===== config.mk =====
export PLATFORM = sky130hd
export DESIGN_NAME = gpio_bus_port
export DESIGN_NICKNAME = d
export VERILOG_FILES = /design/src/rtl/gpio_port_pkg.sv /design/src/rtl/gpio_in_sync.sv /design/src/rtl/gpio_port_regs.sv /design/src/rtl/gpio_pad_ctrl.sv /design/src/rtl/gpio_bus_port.sv
export SDC_FILE = /design/constraint.sdc
export NUM_CORES = 1
export LEC_CHECK = 0
export ABC_CLOCK_PERIOD_IN_PS = 2200
export BUFFER_PORTS_ARGS = -buffer_cell sky130_fd_sc_hd__buf_4
export CORE_ASPECT_RATIO = 0.5
export CORE_MARGIN = 4
export CORE_UTILIZATION = 50
export CTS_BUF_LIST = sky130_fd_sc_hd__clkbuf_8
export CTS_CLUSTER_DIAMETER = 30
export DETAILED_ROUTE_END_ITERATION = 16
export PLACE_DENSITY = 0.79
export SYNTH_ARGS = -nofsm -noshare
export SYNTH_HDL_FRONTEND = slang
export SYNTH_SLANG_ARGS = --single-unit

===== constraint.sdc =====
create_clock -name clk -period 2.2 [get_ports clk]
set_input_delay 0.33 -clock clk [delete_from_list [all_inputs] [get_ports clk]]
set_output_delay 0.33 -clock clk [all_outputs]
set_load 0.01 [all_outputs]

===== src/rtl/gpio_port_pkg.sv =====
package gpio_port_pkg;
    localparam int PORT_W = 8;
    localparam int ADDR_W = 3;

    typedef enum logic [ADDR_W-1:0] {
        OFS_DATA  = 3'd0,
        OFS_DIR   = 3'd1,
        OFS_CLAIM = 3'd2,
        OFS_PULL  = 3'd3,
        OFS_DRIVE = 3'd4
    } port_ofs_e;

    typedef struct packed {
        logic [PORT_W-1:0] data;
        logic [PORT_W-1:0] dir;
        logic [PORT_W-1:0] claim;
        logic              pull_en;
        logic              low_drive;
        logic              drive_locked;
    } port_state_t;
endpackage


===== src/rtl/gpio_in_sync.sv =====
module gpio_in_sync #(
    parameter int W      = 8,
    parameter int STAGES = 2
) (
    input  logic         clk,
    input  logic         rst_n,
    input  logic [W-1:0] async_in,
    output logic [W-1:0] sync_out
);
    logic [W-1:0] stage_q [STAGES];
    logic [W-1:0] stage_d [STAGES];

    always_comb begin
        stage_d[0] = async_in;
        for (int i = 1; i < STAGES; i++) stage_d[i] = stage_q[i-1];
    end

    generate
        for (genvar g = 0; g < STAGES; g++) begin : g_stage
            always_ff @(posedge clk or negedge rst_n) begin
                if (!rst_n) stage_q[g] <= '0;
                else        stage_q[g] <= stage_d[g];
            end
        end
    endgenerate

    assign sync_out = stage_q[STAGES-1];

    // the last stage carries what the stage before it held one edge earlier
    a_r9_sync_shift: assert property (@(posedge clk) disable iff (!rst_n)
        1'b1 |=> stage_q[STAGES-1] == $past(stage_q[STAGES-2]));
endmodule


===== src/rtl/gpio_port_regs.sv =====
module gpio_port_regs
    import gpio_port_pkg::*;
(
    input  logic              clk,
    input  logic              rst_n,
    input  logic              periph_mode,
    input  logic [ADDR_W-1:0] reg_addr,
    input  logic              reg_wr,
    input  logic [PORT_W-1:0] reg_wdata,
    output port_state_t       state
);
    port_state_t st_d, st_q;
    logic        hidden;

    always_comb begin
        hidden = periph_mode && (reg_addr != OFS_CLAIM);
        st_d   = st_q;
        if (reg_wr && !hidden) begin
            case (reg_addr)
                OFS_DATA:  st_d.data  = reg_wdata;
                OFS_DIR:   st_d.dir   = reg_wdata;
                OFS_CLAIM: st_d.claim = reg_wdata;
                OFS_PULL:  st_d.pull_en = reg_wdata[0];
                OFS_DRIVE: begin
                    if (!st_q.drive_locked) begin
                        st_d.low_drive    = reg_wdata[0];
                        st_d.drive_locked = 1'b1;
                    end
                end
                default: ;
            endcase
        end
    end

    always_ff @(posedge clk or negedge rst_n) begin
        if (!rst_n) st_q <= '0;
        else        st_q <= st_d;
    end

    assign state = st_q;

    // once a drive write has landed, the drive bit never moves again
    a_r6_drive_locked: assert property (@(posedge clk) disable iff (!rst_n)
        st_q.drive_locked |=> $stable(st_q.low_drive) && st_q.drive_locked);

    // a direction write in peripheral mode leaves the register untouched
    a_r7_hidden_discard: assert property (@(posedge clk) disable iff (!rst_n)
        (periph_mode && reg_wr && reg_addr == OFS_DIR) |=> $stable(st_q.dir));

    // a hidden drive write does not lock the drive control
    a_r7_lock_kept: assert property (@(posedge clk) disable iff (!rst_n)
        (periph_mode && !st_q.drive_locked) |=> !$rose(st_q.drive_locked));
endmodule


===== src/rtl/gpio_pad_ctrl.sv =====
module gpio_pad_ctrl
    import gpio_port_pkg::*;
#(
    parameter logic [PORT_W-1:0] OUT_CAPABLE = 8'hFC,
    parameter logic [PORT_W-1:0] PULL_PINS   = 8'h8F
) (
    input  logic              clk,
    input  logic              rst_n,
    input  port_state_t       state,
    input  logic [PORT_W-1:0] pin_sync,
    input  logic              periph_mode,
    input  logic [ADDR_W-1:0] reg_addr,
    output logic [PORT_W-1:0] reg_rdata,
    output logic [PORT_W-1:0] pad_out,
    output logic [PORT_W-1:0] pad_oe,
    output logic [PORT_W-1:0] pad_pull,
    output logic              pad_low_drive,
    output logic [PORT_W-1:0] pad_bus_sel
);
    logic [PORT_W-1:0] pin_view;

    always_comb begin
        pad_oe        = state.dir & OUT_CAPABLE & ~state.claim;
        pad_out       = state.data;
        pad_bus_sel   = state.claim;
        pad_pull      = state.pull_en ? PULL_PINS : '0;
        pad_low_drive = state.low_drive;
        for (int i = 0; i < PORT_W; i++)
            pin_view[i] = pad_oe[i] ? state.data[i] : pin_sync[i];
        reg_rdata = '0;
        case (reg_addr)
            OFS_DATA:  if (!periph_mode) reg_rdata = pin_view;
            OFS_DIR:   if (!periph_mode) reg_rdata = state.dir;
            OFS_CLAIM: reg_rdata = state.claim;
            OFS_PULL:  if (!periph_mode) reg_rdata = {{(PORT_W-1){1'b0}}, state.pull_en};
            OFS_DRIVE: if (!periph_mode) reg_rdata = {{(PORT_W-1){1'b0}}, state.low_drive};
            default:   reg_rdata = '0;
        endcase
    end

    // a claimed pin is never driven by the port
    a_r4_claim_wins: assert property (@(posedge clk) disable iff (!rst_n)
        (pad_oe & pad_bus_sel) == '0);

    // an enable only appears on a pin whose direction bit is set
    a_r3_oe_needs_dir: assert property (@(posedge clk) disable iff (!rst_n)
        (pad_oe & ~state.dir) == '0);

    // hidden registers read as zero in peripheral mode
    a_r7_hidden_read: assert property (@(posedge clk) disable iff (!rst_n)
        (periph_mode && reg_addr != OFS_CLAIM) |-> reg_rdata == '0);
endmodule


===== src/rtl/gpio_bus_port.sv =====
module gpio_bus_port
    import gpio_port_pkg::*;
#(
    parameter int                SYNC_STAGES = 2,
    parameter logic [PORT_W-1:0] OUT_CAPABLE = 8'hFC,
    parameter logic [PORT_W-1:0] PULL_PINS   = 8'h8F
) (
    input  logic              clk,
    input  logic              rst_n,
    input  logic              periph_mode,
    input  logic [ADDR_W-1:0] reg_addr,
    input  logic              reg_wr,
    input  logic [PORT_W-1:0] reg_wdata,
    output logic [PORT_W-1:0] reg_rdata,
    input  logic [PORT_W-1:0] pad_in,
    output logic [PORT_W-1:0] pad_out,
    output logic [PORT_W-1:0] pad_oe,
    output logic [PORT_W-1:0] pad_pull,
    output logic              pad_low_drive,
    output logic [PORT_W-1:0] pad_bus_sel
);
    port_state_t       state;
    logic [PORT_W-1:0] pin_sync;

    gpio_in_sync #(.W(PORT_W), .STAGES(SYNC_STAGES)) u_sync (
        .clk(clk), .rst_n(rst_n), .async_in(pad_in), .sync_out(pin_sync)
    );

    gpio_port_regs u_regs (
        .clk(clk), .rst_n(rst_n), .periph_mode(periph_mode),
        .reg_addr(reg_addr), .reg_wr(reg_wr), .reg_wdata(reg_wdata),
        .state(state)
    );

    gpio_pad_ctrl #(.OUT_CAPABLE(OUT_CAPABLE), .PULL_PINS(PULL_PINS)) u_pad (
        .clk(clk), .rst_n(rst_n), .state(state), .pin_sync(pin_sync),
        .periph_mode(periph_mode), .reg_addr(reg_addr), .reg_rdata(reg_rdata),
        .pad_out(pad_out), .pad_oe(pad_oe), .pad_pull(pad_pull),
        .pad_low_drive(pad_low_drive), .pad_bus_sel(pad_bus_sel)
    );
endmodule


==> impl_metrics.ini <==
[route]
viasPerCell = 4.98
route.vias.total = 1186
routed_wl_um = 3670
wl_per_cell_um = 15.4
drtIter0Drc = 58
detail_route.first_pass.iterations = 4
post-route-drc-count = 0
postRouteAntennaNets = 0

[critical_path]
r2r-start = u_regs.state[0]
r2r_slack_ps = 1240
crit_top_cell = buf_4
critPathBufInv = 2
worstPathMaxFanout = 10
startpoint_type = input pin
r2r_cells = 2
cp_slowest_stage_delay_ps = 530
crit_type = input pin to output pin
worstSetupEndpointType = output pin
reg2reg_to = u_regs.state[1]
cp_top_family = simple AND/OR/NAND/NOR gates
cp_data_arrival_time_ps = 1430
crit_chain = buf_4 -> nor4b_4 -> a22oi_1 -> o21ai_0 -> buf_4
slowest_stage = nor4b_4
cp_data_required_time_ps = 1870

[global_routing]
grtUsageTotal_pct = 15.5
grt-ovfl-total = 0
grt_max_degree = 44
grt_pass1_vias = 1323
antenna_found_initial = 0
grt_pass1_wl_um = 6210

[pwr]
total_power_uw = 2040
p_leak_uw = 0.00110
power_density_nw_per_um2 = 866
ir_drop_v = 0.000516

[clock_tree]
cts_root_buf = clkbuf_8
hold_buffers = 0
clkSinkCount = 43
cts_buffers = 5
cts_resized = 0
htree_levels = 2
clk_latency_ps = 280
cts_setup_buffers = 0
cts_buffer_depth = 2
clk_pin_slew_ps = 80
cts_tree = built

[synth]
ys_ff_latch = 43
async_flop_share_pct = 100
syn_area_um2 = 1970
synth_compound_area_share_pct = 5.47
yosysMostFrequentCell = dfrtp_1
ys_top_cells_by_area = dfrtp_1, mux2_2, buf_4
syn_inst = 146
yosysTopAreaCell = dfrtp_1
synth_top_area_share_pct = 54.7
synth_top_family_by_area = multiplexers
synth_common_cells = dfrtp_1, buf_4, mux2_2
synth_edf_count = 0
avgSynthCellArea_um2 = 13.5
synthSimpleGateAreaFrac_pct = 8.78
synth.area.mux_share_pct = 19.0
seq_area_frac_synth_pct = 54.7
ys_warn_count = 0
synth_cell_types = 24
synth_xor_area_share_pct = 0
synth_fa_ha_area_share_pct = 0
ys.flop_type = dfrtp_1

[die]
rows = 15
start_util_pct = 54.6
die_h_um = 52.4
core_um2 = 3600
fp.dieW_um = 96.7
ios = 64
die_area_um2 = 5060

[layout]
nets = 210
final_layout_size_suffix_gt1_share_pct = 53.5
final-seq-area_um2 = 1080
area_delta_synth_final_pct = 19.5
multiInputGateArea_um2 = 673
fillCellCount = 271
stdcell_count = 238
n_antenna_cell = 0

[sta]
setup_tns_ps = 0
skew_ps = 1.11
clock.fmax_ghz = 0.567
worstMarginPinSlew_ps = 534
rsz0062_at_grt = no
setup_violations = 0
finalHoldViolCount = 0
slew_headroom_pct = 64.3
fin_crit_ps = 1760
slew_viol_final = 0
period_share_pct = 80.2

[place]
io_buffer_count = 58
dp_hpwl_um = 2720
placedCellCount = 231
place_congestion = 0.752

[run_status]
status = finished clean

[min_path]
hp-class = input pin to async pin

[flow_run]
drv_cap = 0
==> area by class of cell <==
class | instances | area share (%)
clock buffer | 6 | 3.51
multi-input combinational | 77 | 28.6
tap | 51 | 2.71
clock inverter | 1 | 0.213
sequential | 43 | 45.8
timing repair buffer | 60 | 19.2
==> kinds of logic after synthesis <==
| kind of cell | after synthesis |
|---|---|
| AOI/OAI and AO/OA | 17 |
| buffers and inverters | 30 |
| and+or+nand+nor | 21 |
| DFF | 43 |
| other | 1 |
| muxes | 34 |
==> routing by layer <==
layer | vias to the layer above | routed length (um) | global-route usage [%]
met4 | 0 | 14 | 3.50
li1 | 565 | - | -
met1 | 590 | 1560 | 18.0
met2 | 29 | 1900 | 28.9
met3 | 2 | 192 | 4.65
met5 | - | 0 | 0
==> worst max path at each step <==
stage / cells past startpoint / slack, ps / startpoint / endpoint
2_1_floorplan: 5 / 700 / reg_addr[0] / u_regs.state[10]
3_3_place_gp: 5 / 450 / reg_addr[2] / reg_rdata[3]
3_5_place_dp: 5 / 430 / reg_addr[2] / reg_rdata[3]
4_1_cts: 5 / 420 / reg_addr[2] / reg_rdata[3]
5_1_grt: 5 / 320 / reg_addr[2] / reg_rdata[4]
6_report: 5 / 440 / reg_addr[2] / reg_rdata[3]
==> placed cells by master (no fill, tap or decap), drive strengths merged <==
cell type  netlist  final
a21oi            1      1
nand4b           2      2
mux2i            7      7
buf             30     60
nand3            1      1
mux2            27     27
nor2             2      2
dfrtp           43     43
o21ai            7      7
conb             1      5
nor2b            7      7
or3              1      1
and4b            1      1
nand3b           1      1
clkinv           0      1
and2             1      1
clkbuf           0      6
a22oi            7      7
a31o             1      1
a31oi            1      1
nor3             1      1
nor4b            1      1
nor3b            1      1
nand2            2      2
==> state kept, by name (all words and copies together), names as in the netlist <==
name,cells
u_regs.state,27
u_sync.sync_out,8
u_sync.stage_d,8
==> through the flow <==
| step | hold WS [ps] | area, um^2 | setup slack (ps) | utilization [%] |
|---|---|---|---|---|
| 6_report | 19.9 | 2350 | 436 | 65.2 |
| 5_1_grt | 59.5 | 2350 | 318 | 65.2 |
| 4_1_cts | 48.2 | 2350 | 421 | 65.2 |
| 3_5_place_dp | 335 | 2260 | 427 | 62.8 |
| 3_3_place_gp | 331 | 2260 | 449 | 62.8 |
| 2_1_floorplan | 34.4 | 1980 | 700 | - |
==> report_power, final <==
| group | internal [uW] | switching [uW] | leakage [uW] |
|---|---|---|---|
| clock | 246 | 246 | 0.0000470 |
| combinational | 310 | 222 | 0.000541 |
| sequential | 918 | 93.7 | 0.000514 |
(Power assumes the default switching activity.)
